### config.mk
export PLATFORM = sky130hd
export DESIGN_NAME = tmr_timebase
export DESIGN_NICKNAME = d
export VERILOG_FILES = /design/src/rtl/tmr_pkg.sv /design/src/rtl/tmr_prescaler.sv /design/src/rtl/tmr_count_core.sv /design/src/rtl/tmr_update_ctrl.sv /design/src/rtl/tmr_timebase.sv
export SDC_FILE = /design/constraint.sdc
export NUM_CORES = 1
export LEC_CHECK = 0
export ABC_CLOCK_PERIOD_IN_PS = 5100
export BUFFER_PORTS_ARGS = -buffer_cell sky130_fd_sc_hd__buf_2
export CAP_MARGIN = 20
export CELL_PAD_IN_SITES_DETAIL_PLACEMENT = 0
export CELL_PAD_IN_SITES_GLOBAL_PLACEMENT = 2
export CORE_ASPECT_RATIO = 0.7
export CORE_MARGIN = 1
export CORE_UTILIZATION = 30
export DETAILED_ROUTE_END_ITERATION = 12
export PLACE_DENSITY_LB_ADDON = 0.1
export SLEW_MARGIN = 0
export SYNTH_ARGS = -nofsm -noshare
export SYNTH_HDL_FRONTEND = slang
export SYNTH_HIERARCHICAL = 1
export SYNTH_SLANG_ARGS = --single-unit
### constraint.sdc
create_clock -name clk -period 5.1 [get_ports clk]
set_input_delay 1.53 -clock clk [delete_from_list [all_inputs] [get_ports clk]]
set_output_delay 1.53 -clock clk [all_outputs]
set_load 0.05 [all_outputs]
### src/rtl/tmr_pkg.sv
// Shared types for the timer time base.
package tmr_pkg;
    // Counter alignment: edge, or centre with wrap at bottom / top / both.
    typedef enum logic [1:0] {
        ALN_EDGE     = 2'd0,
        ALN_CTR_BOT  = 2'd1,
        ALN_CTR_TOP  = 2'd2,
        ALN_CTR_BOTH = 2'd3
    } align_e;
endpackage

### src/rtl/tmr_prescaler.sv
// Prescaler: produces one counting tick every (working value + 1) running
// cycles. Assumes restart has priority over ticking and that the update
// event input arrives in the same cycle it applies.
module tmr_prescaler #(
    parameter int PSC_W = 16
) (
    input  logic             clk,
    input  logic             rst_n,
    input  logic             run_i,
    input  logic             restart_i,
    input  logic             load_now_i,
    input  logic             ue_i,
    input  logic [PSC_W-1:0] psc_val_i,
    output logic             tick_o
);
    logic [PSC_W-1:0] psc_cnt;
    logic [PSC_W-1:0] psc_act;

    assign tick_o = run_i && !restart_i && (psc_cnt >= psc_act);

    // Working prescaler: immediate or update-time load.
    always_ff @(posedge clk) begin
        if (!rst_n)
            psc_act <= '0;
        else if (load_now_i || ue_i)
            psc_act <= psc_val_i;
    end

    // Divider count: cleared on restart or tick, advances while running.
    always_ff @(posedge clk) begin
        if (!rst_n)
            psc_cnt <= '0;
        else if (restart_i || tick_o)
            psc_cnt <= '0;
        else if (run_i)
            psc_cnt <= psc_cnt + 1'b1;
    end


    psc_hold_chk: assert property (@(posedge clk) disable iff (!rst_n)
        (!run_i && !restart_i) |=> $stable(psc_cnt));
endmodule

### src/rtl/tmr_count_core.sv
// Counter core: steps the counter on each tick according to the alignment
// mode and reports qualified wraps. Holds the working reload limit.
// Assumes tick_i is never high together with restart_i.
module tmr_count_core
    import tmr_pkg::*;
#(
    parameter int CNT_W = 16
) (
    input  logic             clk,
    input  logic             rst_n,
    input  logic             tick_i,
    input  logic             restart_i,
    input  align_e           mode_i,
    input  logic             dir_down_i,
    input  logic             arl_buf_i,
    input  logic             ue_i,
    input  logic [CNT_W-1:0] arl_val_i,
    output logic [CNT_W-1:0] cnt_o,
    output logic             dir_o,
    output logic             wrap_o
);
    logic [CNT_W-1:0] cnt_q, cnt_nx, arl_act;
    logic             dir_q, dir_nx;
    logic             edge_wrap, turn_top, turn_bot;
    logic [1:0]       mode_b;

    assign mode_b = mode_i;

    // Next count and direction for one tick.
    always_comb begin
        cnt_nx    = cnt_q;
        dir_nx    = dir_q;
        edge_wrap = 1'b0;
        turn_top  = 1'b0;
        turn_bot  = 1'b0;
        if (mode_i == ALN_EDGE) begin
            dir_nx = 1'b0;
            if (dir_down_i) begin
                if (cnt_q == '0) begin
                    cnt_nx    = arl_act;
                    edge_wrap = 1'b1;
                end else begin
                    cnt_nx = cnt_q - 1'b1;
                end
            end else begin
                if (cnt_q >= arl_act) begin
                    cnt_nx    = '0;
                    edge_wrap = 1'b1;
                end else begin
                    cnt_nx = cnt_q + 1'b1;
                end
            end
        end else if (!dir_q) begin
            if (cnt_q >= arl_act) begin
                turn_top = 1'b1;
                dir_nx   = 1'b1;
                cnt_nx   = (arl_act == '0) ? '0 : arl_act - 1'b1;
            end else begin
                cnt_nx = cnt_q + 1'b1;
            end
        end else begin
            if (cnt_q == '0) begin
                turn_bot = 1'b1;
                dir_nx   = 1'b0;
                cnt_nx   = (arl_act == '0) ? '0 : CNT_W'(1);
            end else begin
                cnt_nx = cnt_q - 1'b1;
            end
        end
    end

    assign wrap_o = tick_i && (edge_wrap || (turn_top && mode_b[1]) ||
                               (turn_bot && mode_b[0]));

    // Counter and centre direction registers.
    always_ff @(posedge clk) begin
        if (!rst_n) begin
            cnt_q <= '0;
            dir_q <= 1'b0;
        end else if (restart_i) begin
            cnt_q <= '0;
            dir_q <= 1'b0;
        end else if (tick_i) begin
            cnt_q <= cnt_nx;
            dir_q <= dir_nx;
        end
    end

    // Working reload limit: follows the input or waits for an update.
    always_ff @(posedge clk) begin
        if (!rst_n)
            arl_act <= '1;
        else if (!arl_buf_i || ue_i)
            arl_act <= arl_val_i;
    end

    assign cnt_o = cnt_q;
    assign dir_o = dir_q;


    edge_up_step_chk: assert property (@(posedge clk) disable iff (!rst_n)
        (tick_i && mode_i == ALN_EDGE && !dir_down_i && cnt_q < arl_act)
        |=> cnt_q == CNT_W'($past(cnt_q) + 1'b1));


    edge_dn_reload_chk: assert property (@(posedge clk) disable iff (!rst_n)
        (tick_i && mode_i == ALN_EDGE && dir_down_i && cnt_q == '0)
        |=> cnt_q == $past(arl_act));


    ctr_top_turn_chk: assert property (@(posedge clk) disable iff (!rst_n)
        (tick_i && mode_i != ALN_EDGE && !dir_q && cnt_q >= arl_act) |=> dir_q);
endmodule

### src/rtl/tmr_update_ctrl.sv
// Update control: repetition gating, update event, pulse, sticky flag and
// one-shot halt. Assumes wrap_i is already qualified by the alignment mode.
module tmr_update_ctrl #(
    parameter int REP_W = 8
) (
    input  logic             clk,
    input  logic             rst_n,
    input  logic             wrap_i,
    input  logic             restart_i,
    input  logic             upd_dis_i,
    input  logic             upd_src_all_i,
    input  logic             one_shot_i,
    input  logic             cnt_en_i,
    input  logic             flag_clr_i,
    input  logic [REP_W-1:0] rep_val_i,
    output logic             ue_o,
    output logic             halt_o,
    output logic             pulse_o,
    output logic             flag_o
);
    logic [REP_W-1:0] rep_cnt;
    logic             hw_ue, forced_ue;
    logic             halt_q, pulse_q, flag_q;

    assign hw_ue     = wrap_i && (rep_cnt == '0) && !upd_dis_i;
    assign forced_ue = restart_i && !upd_dis_i;
    assign ue_o      = hw_ue || forced_ue;

    // Repetition count: reload at update, count wraps otherwise.
    always_ff @(posedge clk) begin
        if (!rst_n)
            rep_cnt <= '0;
        else if (ue_o)
            rep_cnt <= rep_val_i;
        else if (wrap_i && rep_cnt != '0)
            rep_cnt <= rep_cnt - 1'b1;
    end

    // One-shot halt: set by a hardware update, released by disabling.
    always_ff @(posedge clk) begin
        if (!rst_n)
            halt_q <= 1'b0;
        else if (!cnt_en_i)
            halt_q <= 1'b0;
        else if (hw_ue && one_shot_i)
            halt_q <= 1'b1;
    end

    // Update pulse, one cycle after the event edge.
    always_ff @(posedge clk) begin
        if (!rst_n)
            pulse_q <= 1'b0;
        else
            pulse_q <= ue_o;
    end

    // Sticky flag with source qualification; set beats clear.
    always_ff @(posedge clk) begin
        if (!rst_n)
            flag_q <= 1'b0;
        else if (hw_ue || (forced_ue && upd_src_all_i))
            flag_q <= 1'b1;
        else if (flag_clr_i)
            flag_q <= 1'b0;
    end

    assign halt_o  = halt_q;
    assign pulse_o = pulse_q;
    assign flag_o  = flag_q;


    dis_blocks_chk: assert property (@(posedge clk) disable iff (!rst_n)
        upd_dis_i |=> !pulse_q);


    flag_fall_chk: assert property (@(posedge clk) disable iff (!rst_n)
        $fell(flag_q) |-> $past(flag_clr_i));
endmodule

### src/rtl/tmr_timebase.sv
// Timer time base top: ties prescaler, counter core and update control.
// Assumes all inputs are synchronous to clk.
module tmr_timebase
    import tmr_pkg::*;
#(
    parameter int CNT_W = 16,
    parameter int PSC_W = 16,
    parameter int REP_W = 8
) (
    input  logic             clk,
    input  logic             rst_n,
    input  logic             cnt_en,
    input  logic             upd_dis,
    input  logic             upd_src_all,
    input  logic             one_shot,
    input  logic             dir_down,
    input  logic [1:0]       align_mode,
    input  logic             arl_buf_en,
    input  logic             psc_now,
    input  logic [PSC_W-1:0] psc_val,
    input  logic [CNT_W-1:0] arl_val,
    input  logic [REP_W-1:0] rep_val,
    input  logic             sw_upd,
    input  logic             slv_trig,
    input  logic             flag_clr,
    output logic [CNT_W-1:0] cnt_out,
    output logic             cnt_dir,
    output logic             upd_pulse,
    output logic             upd_flag
);
    align_e mode;
    logic   run, restart, tick, wrap, ue, halt, core_dir;

    assign mode    = align_e'(align_mode);
    assign restart = sw_upd || slv_trig;
    assign run     = cnt_en && !halt;

    tmr_prescaler #(.PSC_W(PSC_W)) u_psc (
        .clk(clk), .rst_n(rst_n), .run_i(run), .restart_i(restart),
        .load_now_i(psc_now), .ue_i(ue), .psc_val_i(psc_val), .tick_o(tick)
    );

    tmr_count_core #(.CNT_W(CNT_W)) u_core (
        .clk(clk), .rst_n(rst_n), .tick_i(tick), .restart_i(restart),
        .mode_i(mode), .dir_down_i(dir_down), .arl_buf_i(arl_buf_en),
        .ue_i(ue), .arl_val_i(arl_val), .cnt_o(cnt_out), .dir_o(core_dir),
        .wrap_o(wrap)
    );

    tmr_update_ctrl #(.REP_W(REP_W)) u_upd (
        .clk(clk), .rst_n(rst_n), .wrap_i(wrap), .restart_i(restart),
        .upd_dis_i(upd_dis), .upd_src_all_i(upd_src_all),
        .one_shot_i(one_shot), .cnt_en_i(cnt_en), .flag_clr_i(flag_clr),
        .rep_val_i(rep_val), .ue_o(ue), .halt_o(halt),
        .pulse_o(upd_pulse), .flag_o(upd_flag)
    );

    assign cnt_dir = (mode == ALN_EDGE) ? dir_down : core_dir;


    restart_clr_chk: assert property (@(posedge clk) disable iff (!rst_n)
        restart |=> cnt_out == '0);
endmodule

==> impl_metrics.env <==
export IMPL_outcome="finished, final reports clean"
export IMPL_synthTopCellsByCount="nand2_1 (88), dfxtp_1 (76), nor2_1 (53), inv_1 (46), ha_1 (38)"
export IMPL_vias=5755
export IMPL_grt_use_total_pct=20.9
export IMPL_crit_chain="inv_1, ha_1, nand2b_1, a2111oi_2, nor4_2, nor3_1, buf_4, nor2_1, o21ai_0, a31oi_1, buf_4, and4bb_2, a21oi_4, or2_1, inv_2, or2_2, nand2_1, a21boi_0"
export IMPL_fin_skew_ps=9.19
export IMPL_start_kind="flop"
export IMPL_endpoint_kind="flop"
export IMPL_final_layout_size_suffix_gt1_share_pct=18.0
export IMPL_cts_max_path_buffers=2
export IMPL_fp_dieH_um=119
export IMPL_cts_root_buffer="clkbuf_16"
export IMPL_ys_ff_latch=76
export IMPL_globalRouteOverflowTotal=0
export IMPL_synth_nets=832
export IMPL_critPathSlowestCell="a2111oi_2"
export IMPL_dpl_hpwl_mm=15.8
export IMPL_path_clk_slew_ps=70
export IMPL_synth_edf_count=0
export IMPL_max_freq_mhz=220
export IMPL_core_area_mm2=0.0190
export IMPL_finalSetupViolations=0
export IMPL_required_ps=5340
export IMPL_synth_area_top_cells="dfxtp_1 (26%), ha_1 (8.1%), nand2_1 (5.6%)"
export IMPL_gp_congestion=0.859
export IMPL_holdWs_ps=467
export IMPL_synthArstFlopShare_pct=0
export IMPL_path_buf_inv=4
export IMPL_worstMarginPinSlew_ps=881
export IMPL_first_iter_violations=560
export IMPL_rr_worst_depth=18
export IMPL_path_class="flop to flop"
export IMPL_area_growth_pct=15.9
export IMPL_grt_pass1_vias=5489
export IMPL_synth_avg_cell_area_um2=7.91
export IMPL_grt_pass1_wl_mm=32.1
export IMPL_cts_sinks=76
export IMPL_ant_nets=0
export IMPL_numCtsBuffers=9
export IMPL_dieArea_mm2=0.0201
export IMPL_vdd_drop_max_uv=126
export IMPL_wire_per_inst_um=19.1
export IMPL_maxSlewViolCount=0
export IMPL_fin_crit_ps=4540
export IMPL_fin_crit_sh_pct=89.0
export IMPL_grt_max_degree=43
export IMPL_final_nets=891
export IMPL_holdPathStages=2
export IMPL_row_count=42
export IMPL_rsz0062_at_grt="false"
export IMPL_syn_inst=740
export IMPL_diodes=0
export IMPL_hold_class="flop to flop"
export IMPL_cp_depth=18
export IMPL_cp_arrival_ps=4780
export IMPL_yosys_warnings=6
export IMPL_setup_tns_ps=0
export IMPL_tritoncts="yes"
export IMPL_viasPerCell=5.39
export IMPL_cts_hold_buffers=0
export IMPL_hold_violations=0
export IMPL_drv_cap=0
export IMPL_grt_antenna_before_repair=0
export IMPL_dieWidth_um=169
export IMPL_max_slew_margin_pct=41.2
export IMPL_yosysTopAreaCellShare_pct=26.0
export IMPL_synth_most_common_cell="nand2_1"
export IMPL_post_cts_buffers=0
export IMPL_routed_wl_mm=20.4
export IMPL_path_max_fanout=16
export IMPL_yosysSeqAreaShare_pct=26.0
export IMPL_p_per_area_mw_per_mm2=222
export IMPL_port_buffers=72
export IMPL_io_pins=73
export IMPL_cp_common_cell="buf_4"
export IMPL_dr_pass1_iters=5
export IMPL_ys_types=78
export IMPL_synth_top_area_cell="dfxtp_1"
export IMPL_path_delay_family="simple AND/OR/NAND/NOR gates"
export IMPL_cp_slowest_stage_delay_ps=570
export IMPL_synth_main_ff_cell="dfxtp_1"
export IMPL_start_util_pct=30.8
export IMPL_drcViolationCount=0
export IMPL_insertion_delay_ps=350
export IMPL_syn_cell_area_mm2=0.00586
export IMPL_htree_levels=3
export IMPL_p_leak_nw=2.81
## metal layers
layer / wire, µm / up-vias / GRT usage (%)
li1: - / 2805 / -
met1: 11000 / 2750 / 33.0
met2: 7880 / 180 / 27.6
met3: 1360 / 20 / 4.75
met4: 200 / 0 / 4.73
met5: 0 / - / 0
## area by class of cell
| type | instances | area, µm² |
|---|---|---|
| inverter | 47 | 176 |
| tap | 264 | 330 |
| sequential | 76 | 1520 |
| clock buffer | 10 | 229 |
| clock inverter | 6 | 65.1 |
| multi-input combinational | 571 | 3940 |
| timing repair buffer | 94 | 526 |
| fill | 2066 | 12200 |
## stage by stage
step	instance area, µm²	total power [mW]	utilization [%]	setup WS (ps)	cells
detailed placement	6490	0.851	34.1	386	1052
floorplan	5860	0.780	-	132	740
global placement	6490	0.848	34.1	392	1052
global route	6790	1.58	35.7	216	1068
finish	6790	1.50	35.7	559	1068
CTS	6780	1.52	35.7	353	1068
## cell families (layout without fill, tap and decap cells)
kind of cell | after synthesis | after routing | synth area share (%)
simple gates | 279 | 279 | 25.3
mux | 10 | 10 | 1.77
buf+inv | 93 | 157 | 6.81
flops | 76 | 76 | 26.0
xor+xnor | 50 | 50 | 7.48
compound gates | 194 | 194 | 24.5
fa+ha+maj | 38 | 38 | 8.12
## what timing repair did
item,in CTS,in global routing
hold endpoints to repair,0,0
endpoints found under the setup margin,0,3
gates resized for setup,0,1
## cell usage in the layout, fill, tap and decap left out, types with 7 or more instances in the layout
master and n:
a211oi_1 17, a211oi_2 12, a21boi_0 17, a21oi_1 37, a31oi_1 7, and3_1 7
buf_2 72, buf_4 22, clkbuf_16 9, dfxtp_1 75, ha_1 38, inv_1 46
mux2i_1 7, nand2_1 88, nand3_1 23, nand4_1 14, nor2_1 53, nor3_1 33
nor4_1 9, o211ai_1 22, o21ai_0 23, xnor2_1 28, xor2_1 22
## worst reg2reg max path, delay by kind of cell (launching register included)
| family | cells | cell delay [ps] |
|---|---|---|
| simple gates | 8 | 1750 |
| compound gates | 5 | 1220 |
| flops | 1 | 480 |
| buf+inv | 4 | 660 |
| fa+ha+maj | 1 | 320 |
## power by group
group	total, mW	internal, mW	switching (mW)
clock network	0.665	0.380	0.285
registers	0.646	0.617	0.0282
logic	0.194	0.0763	0.118
total	1.50	1.07	0.431
## final timing paths
kind                                         from                 to  slack, ps
worst max register to register    u_core/cnt_o[0]   u_psc/psc_act[8]        560
worst min-delay path            u_psc/psc_act[10]  u_psc/psc_act[10]        470
worst min register to register  u_psc/psc_act[10]  u_psc/psc_act[10]        470
worst max-delay path              u_core/cnt_o[0]   u_psc/psc_act[8]        560
## flip-flops by register name, indices dropped and copies added, names as in the netlist
signal          flops
u_upd/flag_o        1
u_core/cnt_o       16
u_upd/pulse_o       1
u_psc/psc_act      16
u_core/arl_act     16
u_upd/halt_o        1
u_upd/rep_cnt       8
u_psc/psc_cnt      16
u_core/dir_o        1
Power figures use the tool's default switching activity.
